File: config.mk
export PLATFORM = sky130hd
export DESIGN_NAME = sensor_pwr_seq
export DESIGN_NICKNAME = d
export VERILOG_FILES = /design/src/rtl/sps_pkg.sv /design/src/rtl/sps_ms_tick.sv /design/src/rtl/sps_elapsed.sv /design/src/rtl/sensor_pwr_seq.sv
export SDC_FILE = /design/constraint.sdc
export NUM_CORES = 1
export LEC_CHECK = 0
export ABC_CLOCK_PERIOD_IN_PS = 4900
export CAP_MARGIN = 20
export CORE_ASPECT_RATIO = 1.5
export CORE_MARGIN = 4
export CORE_UTILIZATION = 35
export DETAILED_ROUTE_END_ITERATION = 7
export DONT_BUFFER_PORTS = 1
export PLACE_DENSITY = 0.49
export SYNTH_ARGS = -nofsm -noshare
export SYNTH_HDL_FRONTEND = slang
export SYNTH_SLANG_ARGS = --single-unit
File: constraint.sdc
create_clock -name clk -period 4.9 [get_ports clk]
set_input_delay 0.49 -clock clk [delete_from_list [all_inputs] [get_ports clk]]
set_output_delay 0.49 -clock clk [all_outputs]
set_load 0.1 [all_outputs]
File: src/rtl/sps_pkg.sv
package sps_pkg;
    typedef enum logic [3:0] {
        ST_OFF       = 4'd0,
        ST_RAMP_IO   = 4'd1,
        ST_RAMP_DIG  = 4'd2,
        ST_RAMP_ANA  = 4'd3,
        ST_CLK_ON    = 4'd4,
        ST_RESET     = 4'd5,
        ST_INIT      = 4'd6,
        ST_CONFIG    = 4'd7,
        ST_PLL_LOCK  = 4'd8,
        ST_STREAMING = 4'd9,
        ST_STOPPING  = 4'd10,
        ST_STANDBY   = 4'd11,
        ST_FAULT     = 4'd12
    } seq_state_t;
endpackage

File: src/rtl/sps_ms_tick.sv
module sps_ms_tick #(
    parameter int CLK_PER_MS = 125000
) (
    input  logic clk,
    input  logic rst_n,
    input  logic clr,
    output logic tick
);
    localparam int PW = $clog2(CLK_PER_MS + 1);
    localparam logic [PW-1:0] LAST = PW'(CLK_PER_MS - 1);

    logic [PW-1:0] pre;

    always_ff @(posedge clk or negedge rst_n) begin
        if (!rst_n)
            pre <= '0;
        else if (clr || pre == LAST)
            pre <= '0;
        else
            pre <= pre + 1'b1;
    end

    assign tick = (pre == LAST) && !clr;
endmodule

File: src/rtl/sps_elapsed.sv
module sps_elapsed #(
    parameter int W = 8
) (
    input  logic         clk,
    input  logic         rst_n,
    input  logic         clr,
    input  logic         inc,
    output logic [W-1:0] cnt
);
    always_ff @(posedge clk or negedge rst_n) begin
        if (!rst_n)
            cnt <= '0;
        else if (clr)
            cnt <= '0;
        else if (inc && cnt != {W{1'b1}})
            cnt <= cnt + 1'b1;
    end
endmodule

File: src/rtl/sensor_pwr_seq.sv
module sensor_pwr_seq
    import sps_pkg::*;
#(
    parameter int CLK_PER_MS      = 125000,
    parameter int GAP_W           = 9,
    parameter int PG_TIMEOUT_MS   = 500,
    parameter int RST_MS          = 1,
    parameter int LOCK_MS         = 1,
    parameter int INIT_REF_CYCLES = 2400,
    parameter int REF_DIV         = 5
) (
    input  logic             clk,
    input  logic             rst_n,
    input  logic             start_req,
    input  logic             stop_req,
    input  logic [GAP_W-1:0] gap_io_dig_ms,
    input  logic [GAP_W-1:0] gap_dig_ana_ms,
    input  logic             pg_io,
    input  logic             pg_dig,
    input  logic             pg_ana,
    input  logic             cfg_done,
    input  logic             frame_end,
    output logic             en_io,
    output logic             en_dig,
    output logic             en_ana,
    output logic             refclk_en,
    output logic             sensor_rst_n,
    output logic             cfg_start,
    output logic             stream_req,
    output logic             streaming,
    output logic             fault,
    output logic [3:0]       seq_state
);
    localparam int INIT_CLKS = INIT_REF_CYCLES * REF_DIV;
    localparam int CYC_W     = $clog2(INIT_CLKS + 1);
    localparam int MS_W      = GAP_W + 2;

    seq_state_t st, st_nxt;
    logic             st_change;
    logic             ms_tick;
    logic [MS_W-1:0]  ms_cnt;
    logic [CYC_W-1:0] cyc_cnt;
    logic             pg_all;

    assign pg_all    = pg_io && pg_dig && pg_ana;
    assign st_change = (st_nxt != st);

    sps_ms_tick #(.CLK_PER_MS(CLK_PER_MS)) u_tick (
        .clk(clk), .rst_n(rst_n), .clr(st_change), .tick(ms_tick)
    );

    sps_elapsed #(.W(MS_W)) u_ms_cnt (
        .clk(clk), .rst_n(rst_n), .clr(st_change), .inc(ms_tick), .cnt(ms_cnt)
    );

    sps_elapsed #(.W(CYC_W)) u_cyc_cnt (
        .clk(clk), .rst_n(rst_n), .clr(st_change), .inc(1'b1), .cnt(cyc_cnt)
    );

    // State register
    always_ff @(posedge clk or negedge rst_n) begin
        if (!rst_n)
            st <= ST_OFF;
        else
            st <= st_nxt;
    end

    // Transitions
    always_comb begin
        st_nxt = st;
        unique case (st)
            ST_OFF:
                if (start_req) begin
                    if (gap_io_dig_ms != '0)
                        st_nxt = ST_RAMP_IO;
                    else if (gap_dig_ana_ms != '0)
                        st_nxt = ST_RAMP_DIG;
                    else
                        st_nxt = ST_RAMP_ANA;
                end
            ST_RAMP_IO:
                if (ms_cnt >= MS_W'(gap_io_dig_ms))
                    st_nxt = (gap_dig_ana_ms == '0) ? ST_RAMP_ANA : ST_RAMP_DIG;
            ST_RAMP_DIG:
                if (ms_cnt >= MS_W'(gap_dig_ana_ms))
                    st_nxt = ST_RAMP_ANA;
            ST_RAMP_ANA:
                if (pg_all)
                    st_nxt = ST_CLK_ON;
                else if (ms_cnt >= MS_W'(PG_TIMEOUT_MS))
                    st_nxt = ST_FAULT;
            ST_CLK_ON:
                st_nxt = ST_RESET;
            ST_RESET:
                if (ms_cnt >= MS_W'(RST_MS))
                    st_nxt = ST_INIT;
            ST_INIT:
                if (cyc_cnt >= CYC_W'(INIT_CLKS - 1))
                    st_nxt = ST_CONFIG;
            ST_CONFIG:
                if (cfg_done)
                    st_nxt = ST_PLL_LOCK;
            ST_PLL_LOCK:
                if (ms_cnt >= MS_W'(LOCK_MS))
                    st_nxt = ST_STREAMING;
            ST_STREAMING:
                if (stop_req)
                    st_nxt = ST_STOPPING;
            ST_STOPPING:
                if (frame_end)
                    st_nxt = ST_STANDBY;
            ST_STANDBY:
                if (start_req)
                    st_nxt = ST_CONFIG;
            ST_FAULT:
                st_nxt = ST_FAULT;
            default:
                st_nxt = ST_OFF;
        endcase
    end

    // Outputs
    always_comb begin
        en_io        = 1'b0;
        en_dig       = 1'b0;
        en_ana       = 1'b0;
        refclk_en    = 1'b0;
        sensor_rst_n = 1'b0;
        stream_req   = 1'b0;
        streaming    = 1'b0;
        fault        = 1'b0;
        cfg_start    = 1'b0;
        unique case (st)
            ST_OFF: ;
            ST_RAMP_IO:
                en_io = 1'b1;
            ST_RAMP_DIG: begin
                en_io  = 1'b1;
                en_dig = 1'b1;
            end
            ST_RAMP_ANA: begin
                en_io  = 1'b1;
                en_dig = 1'b1;
                en_ana = 1'b1;
            end
            ST_CLK_ON, ST_RESET: begin
                en_io     = 1'b1;
                en_dig    = 1'b1;
                en_ana    = 1'b1;
                refclk_en = 1'b1;
            end
            ST_INIT, ST_CONFIG, ST_STOPPING, ST_STANDBY: begin
                en_io        = 1'b1;
                en_dig       = 1'b1;
                en_ana       = 1'b1;
                refclk_en    = 1'b1;
                sensor_rst_n = 1'b1;
                cfg_start    = (st == ST_CONFIG) && (cyc_cnt == '0);
            end
            ST_PLL_LOCK, ST_STREAMING: begin
                en_io        = 1'b1;
                en_dig       = 1'b1;
                en_ana       = 1'b1;
                refclk_en    = 1'b1;
                sensor_rst_n = 1'b1;
                stream_req   = 1'b1;
                streaming    = (st == ST_STREAMING);
            end
            ST_FAULT: begin
                fault  = 1'b1;
                en_io  = (ms_cnt < MS_W'(2));
                en_dig = (ms_cnt < MS_W'(1));
            end
            default: ;
        endcase
    end

    assign seq_state = st;

    // Assertions
    assert_dig_needs_io_R1: assert property (@(posedge clk) disable iff (!rst_n)
        en_dig |-> en_io);
    assert_ana_needs_dig_R1: assert property (@(posedge clk) disable iff (!rst_n)
        en_ana |-> en_dig);
    assert_clk_after_pg_R3: assert property (@(posedge clk) disable iff (!rst_n)
        $rose(refclk_en) |-> $past(pg_io && pg_dig && pg_ana));

    logic [31:0] rst_low_cnt;
    always_ff @(posedge clk or negedge rst_n) begin
        if (!rst_n)
            rst_low_cnt <= '0;
        else if (!refclk_en)
            rst_low_cnt <= '0;
        else if (!sensor_rst_n && rst_low_cnt != 32'hFFFF_FFFF)
            rst_low_cnt <= rst_low_cnt + 1;
    end
    assert_rst_width_R4: assert property (@(posedge clk) disable iff (!rst_n)
        $rose(sensor_rst_n) |-> (rst_low_cnt >= 32'(RST_MS * CLK_PER_MS)));

    assert_cfg_pulse_R6: assert property (@(posedge clk) disable iff (!rst_n)
        cfg_start |=> !cfg_start);
    assert_stream_after_done_R6: assert property (@(posedge clk) disable iff (!rst_n)
        $rose(stream_req) |-> $past(cfg_done));
    assert_standby_after_frame_R8: assert property (@(posedge clk) disable iff (!rst_n)
        (st == ST_STANDBY && $past(st) == ST_STOPPING) |-> $past(frame_end));
    assert_fault_clk_off_R10: assert property (@(posedge clk) disable iff (!rst_n)
        fault |-> (!refclk_en && !en_ana));
    assert_standby_restart_R12: assert property (@(posedge clk) disable iff (!rst_n)
        (st == ST_STANDBY && start_req) |=> (st == ST_CONFIG));
endmodule

==> results.md <==
| Quantity | Reported | Unit |
| --- | --- | --- |
| Sort of element at the start of the critical path | register | - |
| Die W | 90.53 | um |
| Area of the core | 9854 | sq um |
| Post-route DRC violation count | 0 | - |
| TritonCTS Sinks | 46 | - |
| Result of the run | finished, final reports clean | - |
| Final weighted congestion in routability-driven placement | 0.8156 | - |
| FF-to-FF Start | seq_state[2]$_DFF_PN0_ | - |
| Slew @ Worst Pin | 1.061 | ns |
| Setup WS post-layout | 0.9631 | ns |
| Number of flops mapped to enable cells by yosys | 0 | - |
| Peak supply drop | 0.2801 | mV |
| Hold violation count in the final report | 0 | - |
| Share of flip-flops with an asynchronous set or reset after synthesis | 1.000 | - |
| Total wire length after detailed routing | 8828 | um |
| Fmax | 254.0 | MHz |
| Iteration count of the initial detailed-routing pass | 4 | - |
| Total I/O pin count | 40 | - |
| FF-to-FF path depth | 11 | - |
| Total vias in the final route | 2982 | - |
| Setup slack on the worst flop-to-flop path | 0.96 | ns |
| Slowest cell on the critical path | nand4bb_2 | - |
| Via-per-instance ratio | 5.502 | - |
| Total overflow reported by the global router | 0 | - |
| Site row count | 44 | - |
| Kind of end point of the critical path | register | - |
| Clock tree from TritonCTS | yes | - |
| Sum of net half-perimeters after detailed placement | 6837 | um |
| Crit path max fanout | 29 | - |
| Number of different library cells in the post-synthesis netlist | 59 | - |
| Number of global-route vias before repair | 3056 | - |
| H-Tree Depth | 2 | - |
| Share of the yosys chip area belonging to registers | 0.3219 | - |
| Clock Pin Slew Worst Setup and Hold Paths | 0.06 | ns |
| Antenna-violating nets left | 0 | - |
| Total count of max-transition violations in the final report | 0 | - |
| Instance count of the mapped netlist | 426 | - |
| Worst-case clock buffer depth | 2 | - |
| Post-layout net count | 481 | - |
| # setup viols final | 0 | - |
| Top_reg_cell synth | dfrtp_1 | - |
| Combined global-route utilization of all metal layers | 0.1539 | - |
| First-pass GRT wire length | 15080 | um |
| Chip Height | 131.8 | um |
| Hold Crit Class | primary input to asynchronous set/reset pin | - |
| Post-Place Setup Slack | 0.8884 | ns |
| Post-synthesis sequential element count | 46 | - |
| Final clock skew | 0.004980 | ns |
| Mean Syn Cell Area | 8.394 | sq um |
| Starting density of the core | 0.3629 | - |
| Critical path start-end classification | register to register | - |
| Power density over cell area | 498.4 | nW/um^2 |
| Peak per-stage delay on the critical path | 0.87 | ns |
| Data arrival at the endpoint of the critical path | 4.14 | ns |
| Reg-to-reg critical path endpoint | u_tick.pre[16]$_DFF_PN0_ | - |
| Syn Std Cell Area | 3576 | sq um |
| Total negative slack for setup checks | 0 | ns |
| Full die area | 11930 | sq um |
| Placed cell count | 533 | - |
| Req. time, crit path | 5.10 | ns |
| Count of port buffers added during placement | 0 | - |
| Max_slew headroom | 0.2894 | - |
| Number of warnings issued by yosys | 0 | - |
| Final routed wire length divided by cell count | 16.29 | um |
| Count of buffers added by post-CTS timing repair for setup | 0 | - |
| Mapped Nets | 481 | - |
| Number of antenna violations at the first check in global routing | 0 | - |
| Final-layout fill cell count | 1017 | - |
| Reported max-cap violation count | 0 | - |
| Share of the clock period used by the worst path after layout | 0.8035 | - |
| Leakage | 0.001721 | uW |
| Area delta synth->final | 9.272 | % |
| Setup repair after global routing missed its margin | no | - |
| Final hold slack | 0.04307 | ns |
| Post-cts gate resize count | 0 | - |
| Post-layout util | 0.3965 | - |
| Capture point of the worst path | u_tick.pre[16]$_DFF_PN0_ | - |
| Area occupied by registers | 1154 | sq um |
| First-iteration detailed-routing DRC count | 81 | - |
| Number of buffers created by CTS | 5 | - |
| Cells traversed along the worst timing path | inv_1 > ha_1 > nor4bb_1 > nand4_1 > o221ai_1 > and4bb_1 > o311ai_0 > o21ai_0 > nand4bb_2 > buf_4 > nor3_1 | - |
| Startpoint of the most critical setup path | seq_state[2]$_DFF_PN0_ | - |
| Fraction of layout instances using a drive strength above 1 | 0.07728 | - |
| Diode insertion count for antenna repair | 0 | - |
| Clk Latency, worst-skew pair | 0.29 | ns |
| Area of the multi-input gates | 2263 | sq um |
| Count of placed standard cells in the final layout, fillers left out | 542 | - |
| Number of buffers added to fix hold violations after cts | 1 | - |
| Maximum number of pins on one net before global-route repair | 47 | - |
| Root buffer cell | clkbuf_16 | - |
| Min Tclk post-route | 3.937 | ns |
flip-flops by register name (all words and copies together) (netlist names):
signal / cells
seq_state: 4
u_cyc_cnt.cnt: 14
u_ms_cnt.cnt: 11
u_tick.pre: 17
area by class of cell:
type                    count  share of cell area
flip-flops and latches     46              0.2952
well taps                 115             0.03682
clock buffers               7             0.03650
inverters                  29             0.02786
clock inverters             1            0.001281
multi-input cells         337              0.5793
repair buffers              7             0.02305
cells by family (layout without fill, tap and decap cells):
family / Yosys count / after routing / synth area share
fa+ha+maj: 28 / 28 / 0.09797
compound gates: 59 / 59 / 0.1176
buf+inv: 43 / 44 / 0.05143
simple gates: 214 / 214 / 0.3230
xor+xnor: 36 / 36 / 0.08817
flops: 46 / 46 / 0.3219
worst min path at each step:
stage	to	slack, ns	depth (start not counted)
after CTS	u_cyc_cnt.cnt[1]$_DFFE_PN0P_	0.05	1
after detailed placement	u_cyc_cnt.cnt[1]$_DFFE_PN0P_	0.20	0
after global placement	u_cyc_cnt.cnt[1]$_DFFE_PN0P_	0.20	0
after global routing	seq_state[2]$_DFF_PN0_	0.05	1
final	u_cyc_cnt.cnt[1]$_DFFE_PN0P_	0.04	1
after floorplan	seq_state[0]$_DFF_PN0_	0.19	0
stage by stage:
stage | cell area [sq um] | total power [uW]
2_1_floorplan | 3581 | 1425
5_1_grt | 3908 | 2072
3_5_place_dp | 3732 | 1614
4_1_cts | 3908 | 1976
6_report | 3908 | 1947
3_3_place_gp | 3732 | 1613
worst max-delay path, delay by kind of cell, from the launching register on:
kind            cells  cell delay (ns)
compound gates      3             0.39
fa+ha+maj           1             0.34
buf+inv             2             0.66
flops               1             0.46
simple gates        5             2.00
synthesized netlist by cell type, types with 2 or more instances:
cell / instances / area share
a2111oi_2: 2 / 0.0084
a21boi_0: 3 / 0.0063
a21o_1: 3 / 0.0063
a21oi_1: 14 / 0.020
a311oi_1: 2 / 0.0049
a41o_1: 3 / 0.0084
and2_1: 4 / 0.0070
and3_1: 13 / 0.023
and3b_1: 2 / 0.0049
buf_2: 8 / 0.011
clkbuf_1: 3 / 0.0031
dfrtp_1: 46 / 0.32
ha_1: 28 / 0.098
inv_1: 28 / 0.029
nand2_1: 36 / 0.038
nand2b_1: 5 / 0.0087
nand3_1: 27 / 0.038
nand3b_1: 3 / 0.0063
nand4_1: 10 / 0.017
nor2_1: 61 / 0.064
nor2b_1: 7 / 0.012
nor3_1: 17 / 0.024
nor3_2: 5 / 0.014
nor3b_1: 3 / 0.0063
nor4_1: 6 / 0.010
nor4_4: 2 / 0.012
o211ai_1: 6 / 0.013
o21ai_0: 11 / 0.015
o22a_1: 2 / 0.0049
o311ai_0: 2 / 0.0049
or4_1: 2 / 0.0042
xnor2_1: 18 / 0.044
xor2_1: 18 / 0.044
power breakdown:
part	switching [uW]	leakage (uW)	total, uW	internal [uW]
sequential	128	0.000632	534	407
clock	138	0.0000739	340	202
combinational	788	0.00101	1070	285
total	1050	0.00172	1950	894
layer usage:
layer,vias up,wire (um),part of all wire,track usage
met3,12,277,0.031,0.03255
li1,1513,-,-,-
met4,0,182,0.021,0.06048
met5,-,0,0,0
met2,46,4715,0.53,0.2848
met1,1411,3652,0.41,0.1689
cell usage in the layout, fill, tap and decap left out, types with 2 or more instances in the layout:
master and n:
a21oi_1 14, o22a_1 2, nor4_4 2, a21boi_0 3, and2_1 4, clkbuf_16 6, nor3_2 5, nand3b_1 3
o311ai_0 2, buf_4 5, dfrtp_2 2, nor2b_1 6, dfrtp_1 44, ha_1 28, nor4_1 6, nand3_1 27
a21o_1 3, or4_1 2, xnor2_1 18, and3b_1 2, nand2b_1 5, nor3_1 17, nand2_1 36, nand4_1 10
o211ai_1 6, nor2_1 61, a41o_1 3, a2111oi_2 2, xor2_1 18, inv_1 28, o21ai_0 10, a311oi_1 2
nor3b_1 2, and3_1 13
Note: power is estimated with default switching activity, not from simulation.
